[config.mk]
export PLATFORM = sky130hd
export DESIGN_NAME = cfg_port_decoder
export DESIGN_NICKNAME = d
export VERILOG_FILES = /design/src/rtl/cfg_port_pkg.sv /design/src/rtl/cfg_addr_reg.sv /design/src/rtl/cfg_io_decode.sv /design/src/rtl/cfg_rsp_timer.sv /design/src/rtl/cfg_port_decoder.sv
export SDC_FILE = /design/constraint.sdc
export NUM_CORES = 1
export LEC_CHECK = 0
export BUFFER_PORTS_ARGS = -buffer_cell sky130_fd_sc_hd__buf_2
export CORE_MARGIN = 1.5
export CORE_UTILIZATION = 48
export CTS_CLUSTER_SIZE = 40
export DETAILED_ROUTE_END_ITERATION = 10
export GPL_TIMING_DRIVEN = 0
export PLACE_DENSITY_LB_ADDON = 0.2
export SLEW_MARGIN = 40
export SYNTH_ARGS = -nofsm -noshare
export SYNTH_HDL_FRONTEND = slang
export SYNTH_HIERARCHICAL = 1
export SYNTH_SLANG_ARGS = --single-unit
[constraint.sdc]
create_clock -name clk_i -period 2.7 [get_ports clk_i]
set_input_delay 0.54 -clock clk_i [delete_from_list [all_inputs] [get_ports clk_i]]
set_output_delay 0.54 -clock clk_i [all_outputs]
set_load 0.02 [all_outputs]
[src/rtl/cfg_port_pkg.sv]
package cfg_port_pkg;
  typedef enum logic [1:0] {SZ_BYTE = 2'd0, SZ_WORD = 2'd1, SZ_DWORD = 2'd2, SZ_RSVD = 2'd3} io_size_e;
  typedef enum logic [1:0] {TGT_LOCAL, TGT_CFG, TGT_FWD} tgt_e;
  typedef enum logic [2:0] {ST_IDLE, ST_CREQ, ST_CWAIT, ST_FWD, ST_DONE} state_e;
  typedef struct packed {
    logic       en;
    logic [7:0] bus;
    logic [4:0] dev;
    logic [2:0] func;
    logic [5:0] regn;
  } cfg_sel_t;
  localparam logic [31:0] SEL_KEEP_MASK = 32'h80FF_FFFC;
endpackage

[src/rtl/cfg_addr_reg.sv]
module cfg_addr_reg
  import cfg_port_pkg::*;
(
  input  logic        clk_i,
  input  logic        rst_ni,
  input  logic        wr_en_i,
  input  logic [31:0] wdata_i,
  output logic [31:0] value_o,
  output cfg_sel_t    sel_o
);
  logic [31:0] sel_q;

  always_ff @(posedge clk_i or negedge rst_ni) begin
    if (!rst_ni)      sel_q <= '0;
    else if (wr_en_i) sel_q <= wdata_i & SEL_KEEP_MASK;
  end

  assign value_o    = sel_q;
  assign sel_o.en   = sel_q[31];
  assign sel_o.bus  = sel_q[23:16];
  assign sel_o.dev  = sel_q[15:11];
  assign sel_o.func = sel_q[10:8];
  assign sel_o.regn = sel_q[7:2];
endmodule

[src/rtl/cfg_io_decode.sv]
module cfg_io_decode
  import cfg_port_pkg::*;
#(
  parameter int unsigned           IO_ADDR_W = 16,
  parameter logic [IO_ADDR_W-1:0]  ADDR_PORT = 16'h0CF8,
  parameter logic [IO_ADDR_W-1:0]  DATA_PORT = 16'h0CFC
) (
  input  logic [IO_ADDR_W-1:0] addr_i,
  input  logic [1:0]           size_i,
  input  logic                 enable_i,
  output tgt_e                 tgt_o,
  output logic [3:0]           be_o
);
  localparam int unsigned LANES = 4;

  logic [1:0] off;
  logic [2:0] nbytes;
  logic [2:0] end_pos;
  logic       fits;
  logic       win_hit;
  logic       sel_hit;

  assign off = addr_i[1:0];

  always_comb begin
    unique case (size_i)
      SZ_BYTE:  nbytes = 3'd1;
      SZ_WORD:  nbytes = 3'd2;
      SZ_DWORD: nbytes = 3'd4;
      default:  nbytes = 3'd0;
    endcase
  end

  assign end_pos = {1'b0, off} + nbytes;
  assign fits    = (nbytes != 3'd0) && (end_pos <= 3'd4);
  assign win_hit = addr_i[IO_ADDR_W-1:2] == DATA_PORT[IO_ADDR_W-1:2];
  assign sel_hit = (addr_i == ADDR_PORT) && (size_i == SZ_DWORD);

  for (genvar i = 0; i < LANES; i++) begin : g_lane
    assign be_o[i] = fits && (3'(i) >= {1'b0, off}) && (3'(i) < end_pos);
  end

  always_comb begin
    if (sel_hit)                        tgt_o = TGT_LOCAL;
    else if (win_hit && enable_i && fits) tgt_o = TGT_CFG;
    else                                tgt_o = TGT_FWD;
  end
endmodule

[src/rtl/cfg_rsp_timer.sv]
module cfg_rsp_timer #(
  parameter int unsigned TIMEOUT_CYC = 64
) (
  input  logic clk_i,
  input  logic rst_ni,
  input  logic run_i,
  output logic expired_o
);
  localparam int unsigned CW = (TIMEOUT_CYC > 2) ? $clog2(TIMEOUT_CYC) : 1;
  localparam logic [CW-1:0] LAST = CW'(TIMEOUT_CYC - 1);

  logic [CW-1:0] cnt_q;

  always_ff @(posedge clk_i or negedge rst_ni) begin
    if (!rst_ni)          cnt_q <= '0;
    else if (!run_i)      cnt_q <= '0;
    else if (cnt_q != LAST) cnt_q <= cnt_q + 1'b1;
  end

  assign expired_o = run_i && (cnt_q == LAST);
endmodule

[src/rtl/cfg_port_decoder.sv]
module cfg_port_decoder
  import cfg_port_pkg::*;
#(
  parameter int unsigned          IO_ADDR_W   = 16,
  parameter logic [IO_ADDR_W-1:0] ADDR_PORT   = 16'h0CF8,
  parameter logic [IO_ADDR_W-1:0] DATA_PORT   = 16'h0CFC,
  parameter int unsigned          TIMEOUT_CYC = 64
) (
  input  logic                 clk_i,
  input  logic                 rst_ni,
  input  logic                 io_req_i,
  input  logic                 io_we_i,
  input  logic [IO_ADDR_W-1:0] io_addr_i,
  input  logic [1:0]           io_size_i,
  input  logic [31:0]          io_wdata_i,
  output logic                 io_ack_o,
  output logic [31:0]          io_rdata_o,
  output logic                 cfg_req_o,
  output logic                 cfg_we_o,
  output logic [7:0]           cfg_bus_o,
  output logic [4:0]           cfg_dev_o,
  output logic [2:0]           cfg_func_o,
  output logic [5:0]           cfg_reg_o,
  output logic [3:0]           cfg_be_o,
  output logic [31:0]          cfg_wdata_o,
  input  logic                 cfg_rsp_i,
  input  logic [31:0]          cfg_rdata_i,
  output logic                 fwd_req_o,
  output logic                 fwd_we_o,
  output logic [IO_ADDR_W-1:0] fwd_addr_o,
  output logic [1:0]           fwd_size_o,
  output logic [31:0]          fwd_wdata_o,
  input  logic                 fwd_ack_i,
  input  logic [31:0]          fwd_rdata_i
);
  state_e               state_q;
  logic                 we_q;
  logic [IO_ADDR_W-1:0] addr_q;
  logic [1:0]           size_q;
  logic [31:0]          wdata_q;
  logic [3:0]           be_q;
  logic [31:0]          rdata_q;

  logic [31:0] sel_val;
  cfg_sel_t    sel;
  tgt_e        tgt;
  logic [3:0]  be_dec;
  logic        sel_wr;
  logic        tmo;

  assign sel_wr = (state_q == ST_IDLE) && io_req_i && io_we_i && (tgt == TGT_LOCAL);

  cfg_addr_reg u_sel (
    .clk_i   (clk_i),
    .rst_ni  (rst_ni),
    .wr_en_i (sel_wr),
    .wdata_i (io_wdata_i),
    .value_o (sel_val),
    .sel_o   (sel)
  );

  cfg_io_decode #(
    .IO_ADDR_W (IO_ADDR_W),
    .ADDR_PORT (ADDR_PORT),
    .DATA_PORT (DATA_PORT)
  ) u_dec (
    .addr_i   (io_addr_i),
    .size_i   (io_size_i),
    .enable_i (sel.en),
    .tgt_o    (tgt),
    .be_o     (be_dec)
  );

  cfg_rsp_timer #(
    .TIMEOUT_CYC (TIMEOUT_CYC)
  ) u_tmr (
    .clk_i     (clk_i),
    .rst_ni    (rst_ni),
    .run_i     ((state_q == ST_CREQ) || (state_q == ST_CWAIT)),
    .expired_o (tmo)
  );

  always_ff @(posedge clk_i or negedge rst_ni) begin
    if (!rst_ni) begin
      state_q <= ST_IDLE;
      we_q    <= 1'b0;
      addr_q  <= '0;
      size_q  <= '0;
      wdata_q <= '0;
      be_q    <= '0;
      rdata_q <= '0;
    end else begin
      unique case (state_q)
        ST_IDLE: if (io_req_i) begin
          we_q    <= io_we_i;
          addr_q  <= io_addr_i;
          size_q  <= io_size_i;
          wdata_q <= io_wdata_i;
          be_q    <= be_dec;
          unique case (tgt)
            TGT_LOCAL: begin
              rdata_q <= io_we_i ? '0 : sel_val;
              state_q <= ST_DONE;
            end
            TGT_CFG: state_q <= ST_CREQ;
            default: state_q <= ST_FWD;
          endcase
        end
        ST_CREQ, ST_CWAIT: begin
          if (cfg_rsp_i) begin
            rdata_q <= we_q ? '0 : cfg_rdata_i;
            state_q <= ST_DONE;
          end else if (state_q == ST_CWAIT && tmo) begin
            rdata_q <= we_q ? '0 : '1;
            state_q <= ST_DONE;
          end else begin
            state_q <= ST_CWAIT;
          end
        end
        ST_FWD: if (fwd_ack_i) begin
          rdata_q <= we_q ? '0 : fwd_rdata_i;
          state_q <= ST_DONE;
        end
        default: state_q <= ST_IDLE;
      endcase
    end
  end

  assign io_ack_o    = state_q == ST_DONE;
  assign io_rdata_o  = rdata_q;

  assign cfg_req_o   = state_q == ST_CREQ;
  assign cfg_we_o    = we_q;
  assign cfg_bus_o   = sel.bus;
  assign cfg_dev_o   = sel.dev;
  assign cfg_func_o  = sel.func;
  assign cfg_reg_o   = sel.regn;
  assign cfg_be_o    = be_q;
  assign cfg_wdata_o = wdata_q;

  assign fwd_req_o   = state_q == ST_FWD;
  assign fwd_we_o    = we_q;
  assign fwd_addr_o  = addr_q;
  assign fwd_size_o  = size_q;
  assign fwd_wdata_o = wdata_q;
endmodule

; Yosys cells after proc, flatten, opt, wreduce, memory -nomap -nowiden
; Index checks and enable logic that the tools add are counted.
[word_totals]
register_bits = 119
output_inout_bits = 145
[classes]
n_mux = 21
reduce_logical = 26
eq_ne = 16
add_sub_neg = 2
magnitude_cmp = 8
[ops]
columns = operator, count
row1 = $mux 32, 9
row2 = $pmux 32 s3, 1
row3 = $pmux 3 s3, 2
row4 = $eq 16x12->1 const B, 1
row5 = $logic_and 1x1->1, 16
row6 = $eq 14x10->1 const B, 1
row7 = $mux 3, 4
row8 = $mux 6, 2
row9 = $add 6x1->6 const B, 1
row10 = $eq 3x2->1 const B, 2
row11 = $eq 6x6->1 const B, 1
row12 = $lt 1x3->1 const A, 2
row13 = $lt 2x3->1 const A, 2
row14 = $ne 6x6->1 const B, 1
row15 = $pmux 3 s2, 1
row16 = $reduce_bool 3->1, 2
row17 = $reduce_and 5->1, 1
row18 = $eq 2x1->1 const B, 2
row19 = $ge 1x2->1 const A, 2
row20 = $logic_not 2->1, 2
row21 = $mux 2, 2
row22 = $ne 2x1->1 const B, 2
row23 = $ne 2x2->1 const B, 2
row24 = $reduce_and 2->1, 2
row25 = other kinds (10), 10

; Longest topological paths before layout
[depth]
ltp_word = 12
mapped_depth = 14
ltp_nobuf = 10

; By module
; Netlist, hierarchy kept.
[by_module_without_submodules]
columns = mod, instances, cells_each, area_each_um2
row1 = cfg_port_decoder, 1, 357, 4420.5
row2 = cfg_addr_reg, 1, 81, 1101.1
row3 = cfg_rsp_timer, 1, 30, 311.5
row4 = cfg_io_decode, 1, 36, 261.5

; Worst setup path before layout
; OpenSTA, ideal clock, no wires.
[synth_timing]
kind = in2reg
from = input io_size_i[1]
to = register rdata_q[11] (netlist: io_rdata_o[11])
setup_slack_ns = -0.606
setup_ns = 0.134
required_ns = 2.566
t_arrival_ns = 3.172
cell_stages = 13
path_cell_list = buf_2 -> nor2_1 -> ha_1 -> fa_1 -> nor2_1 -> o2111ai_1 -> a2111o_1 -> nor2_1 -> nand2_1 -> a2111o_1 -> buf_6 -> buf_12 -> mux2i_1
[synth_via]
elab_chain_cells = 11
elab_cells_between_ends = 15
[synth_rtl]
columns = element, line
row1 = start: declaration, cfg_port_decoder.sv:14  ; input logic [1:0] io_size_i,
row2 = $eq 2x2->1 (tied with other cells), "cfg_io_decode.sv:26, cfg_io_decode.sv:37"
row3 = $pmux 3 s3, cfg_io_decode.sv:26  ; unique case (size_i)
row4 = $add 2x3->3, cfg_io_decode.sv:34  ; assign end_pos = {1'b0, off} + nbytes;
row5 = $le 3x3->1, cfg_io_decode.sv:35  ; assign fits = (nbytes != 3'd0) && (end_pos <= 3'd4);
row6 = $logic_and 1x1->1, cfg_io_decode.sv:35
row7 = $logic_and 1x1->1, cfg_io_decode.sv:45  ; else if (win_hit && enable_i && fits) tgt_o = TGT_CFG;
row8 = $mux 2, cfg_io_decode.sv:45
row9 = $mux 2 *, cfg_io_decode.sv:44  ; if (sel_hit) tgt_o = TGT_LOCAL;
row10 = via tgt[1], cfg_port_decoder.sv:46  ; tgt_e tgt;
row11 = $logic_not 2->1 *, cfg_port_decoder.sv:100  ; unique case (tgt)
row12 = $ne 2x1->1 (no source line) *, --
row13 = $reduce_and 5->1 (no source line) *, --
row14 = end signal: assignment, cfg_port_decoder.sv:102  ; rdata_q <= io_we_i ? '0 : sel_val;
row15 = end signal: assignment, cfg_port_decoder.sv:111  ; rdata_q <= we_q ? '0 : cfg_rdata_i;
row16 = end signal: assignment, cfg_port_decoder.sv:114  ; rdata_q <= we_q ? '0 : '1;
row17 = end: declaration, cfg_port_decoder.sv:42  ; logic [31:0] rdata_q;
; Mark *: on every way through the listed nets, which the timed path passes. The rest lies on a longest branch.
; A chain may end at the register's enable or synchronous reset.

; Worst setup path after layout
[layout_timing]
from = input io_size_i[0]
to = register rdata_q[28] (netlist: io_rdata_o[28])
; Same word-level chain as after synthesis.

==> flow_summary.json <==
{
  "num-fill-cells": 972,
  "synthFlopType": "dfrtp_1",
  "syn_to_final_growth_pct": 38.6,
  "ys_seq_elements": 119,
  "ys_warn_count": 6,
  "tightest_slew_ns": 0.554,
  "initial_core_util_pct": 49.9,
  "skew_ns": 0.00498,
  "ctsRootBufferMaster": "clkbuf_16",
  "fp-row-count": 40,
  "outcome": "complete, but fails checks",
  "syn_avg_cell_area_um2": 12.1,
  "hp-class": "input port to asynchronous set/reset pin",
  "postLayoutCoreUtil_pct": 69.2,
  "critPathMaxFanout": 6,
  "yosysMostFrequentCell": "dfrtp_1",
  "synthSimpleGateAreaFrac_pct": 7.78,
  "p_leak_nw": 4.52,
  "drive_gt1_share_pct": 59.4,
  "grt_pass1_vias": 5042,
  "clock.fmax_mhz": 358,
  "path_class": "input port to flip-flop",
  "ys_seq_area_share_pct": 48.9,
  "grt.total_usage_pct": 25.0,
  "routed_wl_um": 16700,
  "clockBufferDepth": 2,
  "maxCapViolations": 0,
  "die_w_um": 116,
  "antenna_found_initial": 1,
  "async_flop_share_pct": 100,
  "worst_slack_ns": -0.0944,
  "die_area_um2": 13400,
  "yosysTopAreaCell": "dfrtp_1",
  "violations": "negative setup slack",
  "finalSetupTns_ns": -3.82,
  "place_congestion": 0.880,
  "synth_cell_types": 45,
  "yosys.area_share.adder_pct": 0.739,
  "synth_area_leaders": "dfrtp_1 49%, mux2_2 15%, buf_4 8.1%, mux2i_1 5.7%, a222oi_1 5.3%",
  "ios": 265,
  "synth_mux_area_share_pct": 20.5,
  "synth_top_area_share_pct": 48.9,
  "cp.required_ns": 2.98,
  "synth_top_family_by_area": "multiplexers",
  "timing.final.crit_period_ns": 2.79,
  "portBuffers": 264,
  "drv_slew": 0,
  "netlist_instances": 504,
  "drt-vias-per-instance": 5.11,
  "path_clk_slew_ns": 0.05,
  "cts_tree": "built",
  "cts.sinks": 119,
  "drcViolationCount": 0,
  "synth_compound_area_share_pct": 8.29,
  "vdd.ir_drop.worst_v": 0.000805,
  "grt_pass1_wl_um": 25500,
  "clkLatencyLatePin_ns": 0.41,
  "power_density_nw_per_um2": 1160,
  "synth_commonest_cells": "119 x dfrtp_1, 80 x mux2_2, 66 x buf_4",
  "slew_headroom_pct": 62.8,
  "synth-xor-area-share_pct": 0.287,
  "post-route-period-util_pct": 103,
  "cts_buffers": 17,
  "synth_enable_flop_cells": 0,
  "grt_max_degree": 63,
  "die_y_um": 116,
  "core_um2": 12200,
  "crit_path_start_kind": "input port",
  "dp_hpwl_um": 12300,
  "rsz0062_at_grt": "true",
  "hold_viol_final": 0,
  "drtIter0Drc": 394,
  "setup_viol": 53,
  "vias": 5028,
  "final_antenna_net_count": 0,
  "fin_nets": 928,
  "dr.pass1.iters": 5,
  "netlist_area_um2": 6090,
  "crit_arrival_ns": 3.07,
  "cts_max_level": 4,
  "wire_per_inst_um": 17.0,
  "cp-end-kind": "flip-flop",
  "diodes": 0,
  "grt-ovfl-total": 0
}
cell families after synthesis:
kind of cell    Yosys count
buf+inv                 129
flops                   119
mux                     115
simple gates             79
compound gates           56
fa+ha+maj                 3
xor+xnor                  2
other cells               1
layer usage:
layer  global-route usage, %  vias up  wire length [um]
li1                        -     2329                 -
met1                    29.4     2434              6420
met2                    42.6      236              8610
met3                    7.43       29              1300
met4                    10.7        0               382
met5                       0        -                 0
stage by stage:
| step | worst slack [ns] | instances | instance area, um2 | total power, mW | hold slack, ns |
|---|---|---|---|---|---|
| finish | -0.0944 | 984 | 8450 | 9.78 | 0.0505 |
| global route | -0.179 | 984 | 8450 | 10.3 | 0.0758 |
| CTS | -0.0377 | 978 | 8380 | 9.75 | 0.0629 |
| detailed placement | -0.815 | 945 | 7750 | 7.42 | 0.489 |
| global placement | -0.771 | 944 | 7710 | 7.30 | 0.475 |
| floorplan | -0.420 | 512 | 6180 | 6.00 | 0.244 |
final cells by class:
| type | instances | area, um2 | area share, % |
|---|---|---|---|
| plain buffers | 92 | 678 | 8.03 |
| clock buffers | 20 | 467 | 5.52 |
| clock inverters | 10 | 128 | 1.51 |
| inverters | 35 | 131 | 1.55 |
| multi-input cells | 264 | 2360 | 28.0 |
| flip-flops and latches | 119 | 2980 | 35.2 |
| well taps | 168 | 210 | 2.49 |
| repair buffers | 276 | 1490 | 17.7 |
layout by cell type (no fill, tap or decap), drive strengths merged, types with 2 or more instances in the layout:
cell	Yosys	layout
clkbuf	9	30
a2111o	2	2
nor3	3	3
nand2b	36	36
xnor2	2	2
mux2i	35	35
and3	3	3
clkinv	0	6
a221oi	2	2
bufinv	0	3
a21o	3	3
a211oi	4	4
conb	1	9
mux2	80	80
buf	85	358
inv	35	35
nor2	13	13
dfrtp	119	119
nand2	9	9
a222oi	32	32
nand4	2	2
nand3	4	4
o21ai	5	5
a31oi	2	2
nor2b	2	2
ha	2	2
power breakdown:
group | leakage (nW) | switching (mW) | internal (mW)
combinational | 2.70 | 2.56 | 2.16
clock | 0.297 | 0.778 | 1.50
sequential | 1.52 | 0.388 | 2.40
flip-flops by register name, summed over array words and instances, names as in the netlist:
name	count
cfg_wdata_o	32
io_rdata_o	32
u_sel/value_o	23
fwd_addr_o	16
u_tmr/cnt_q	6
cfg_be_o	4
state_q	3
fwd_size_o	2
cfg_we_o	1
worst paths after layout:
| kind | end | cells past startpoint | slack, ns | from |
|---|---|---|---|---|
| max | io_rdata_o[28] | 13 | -0.09 | io_size_i[0] |
| min | io_rdata_o[27] | 1 | 0.05 | rst_ni |
| max reg2reg | u_sel/value_o[10] | 7 | 0.03 | state_q[1] |
| min reg2reg | fwd_addr_o[0] | 1 | 0.50 | fwd_addr_o[0] |
| max in group asynchronous | cfg_wdata_o[17] | 2 | 2.00 | rst_ni |
| min in group clk_i | cfg_wdata_o[24] | 2 | 0.36 | io_wdata_i[24] |
what timing repair did:
action / CTS / global route
resized for setup: 9 / 1
setup buffers: 5 / 5
setup endpoints to repair: 56 / 52
gates cloned: 0 / 1
pin swaps: 3 / 0
hold buffers: 0 / 0
critical path, cell delays in order:
cell and delay [ns]:
buf_12 0.11, nor2_4 0.09, ha_2 0.17, fa_2 0.46
nor2_4 0.11, o2111ai_2 0.13, a2111o_1 0.45, nor2_2 0.14
nand2_1 0.06, a2111o_1 0.37, buf_6 0.16, clkbuf_16 0.16
mux2i_1 0.11
No activity file was read; power rests on OpenSTA's default activity.
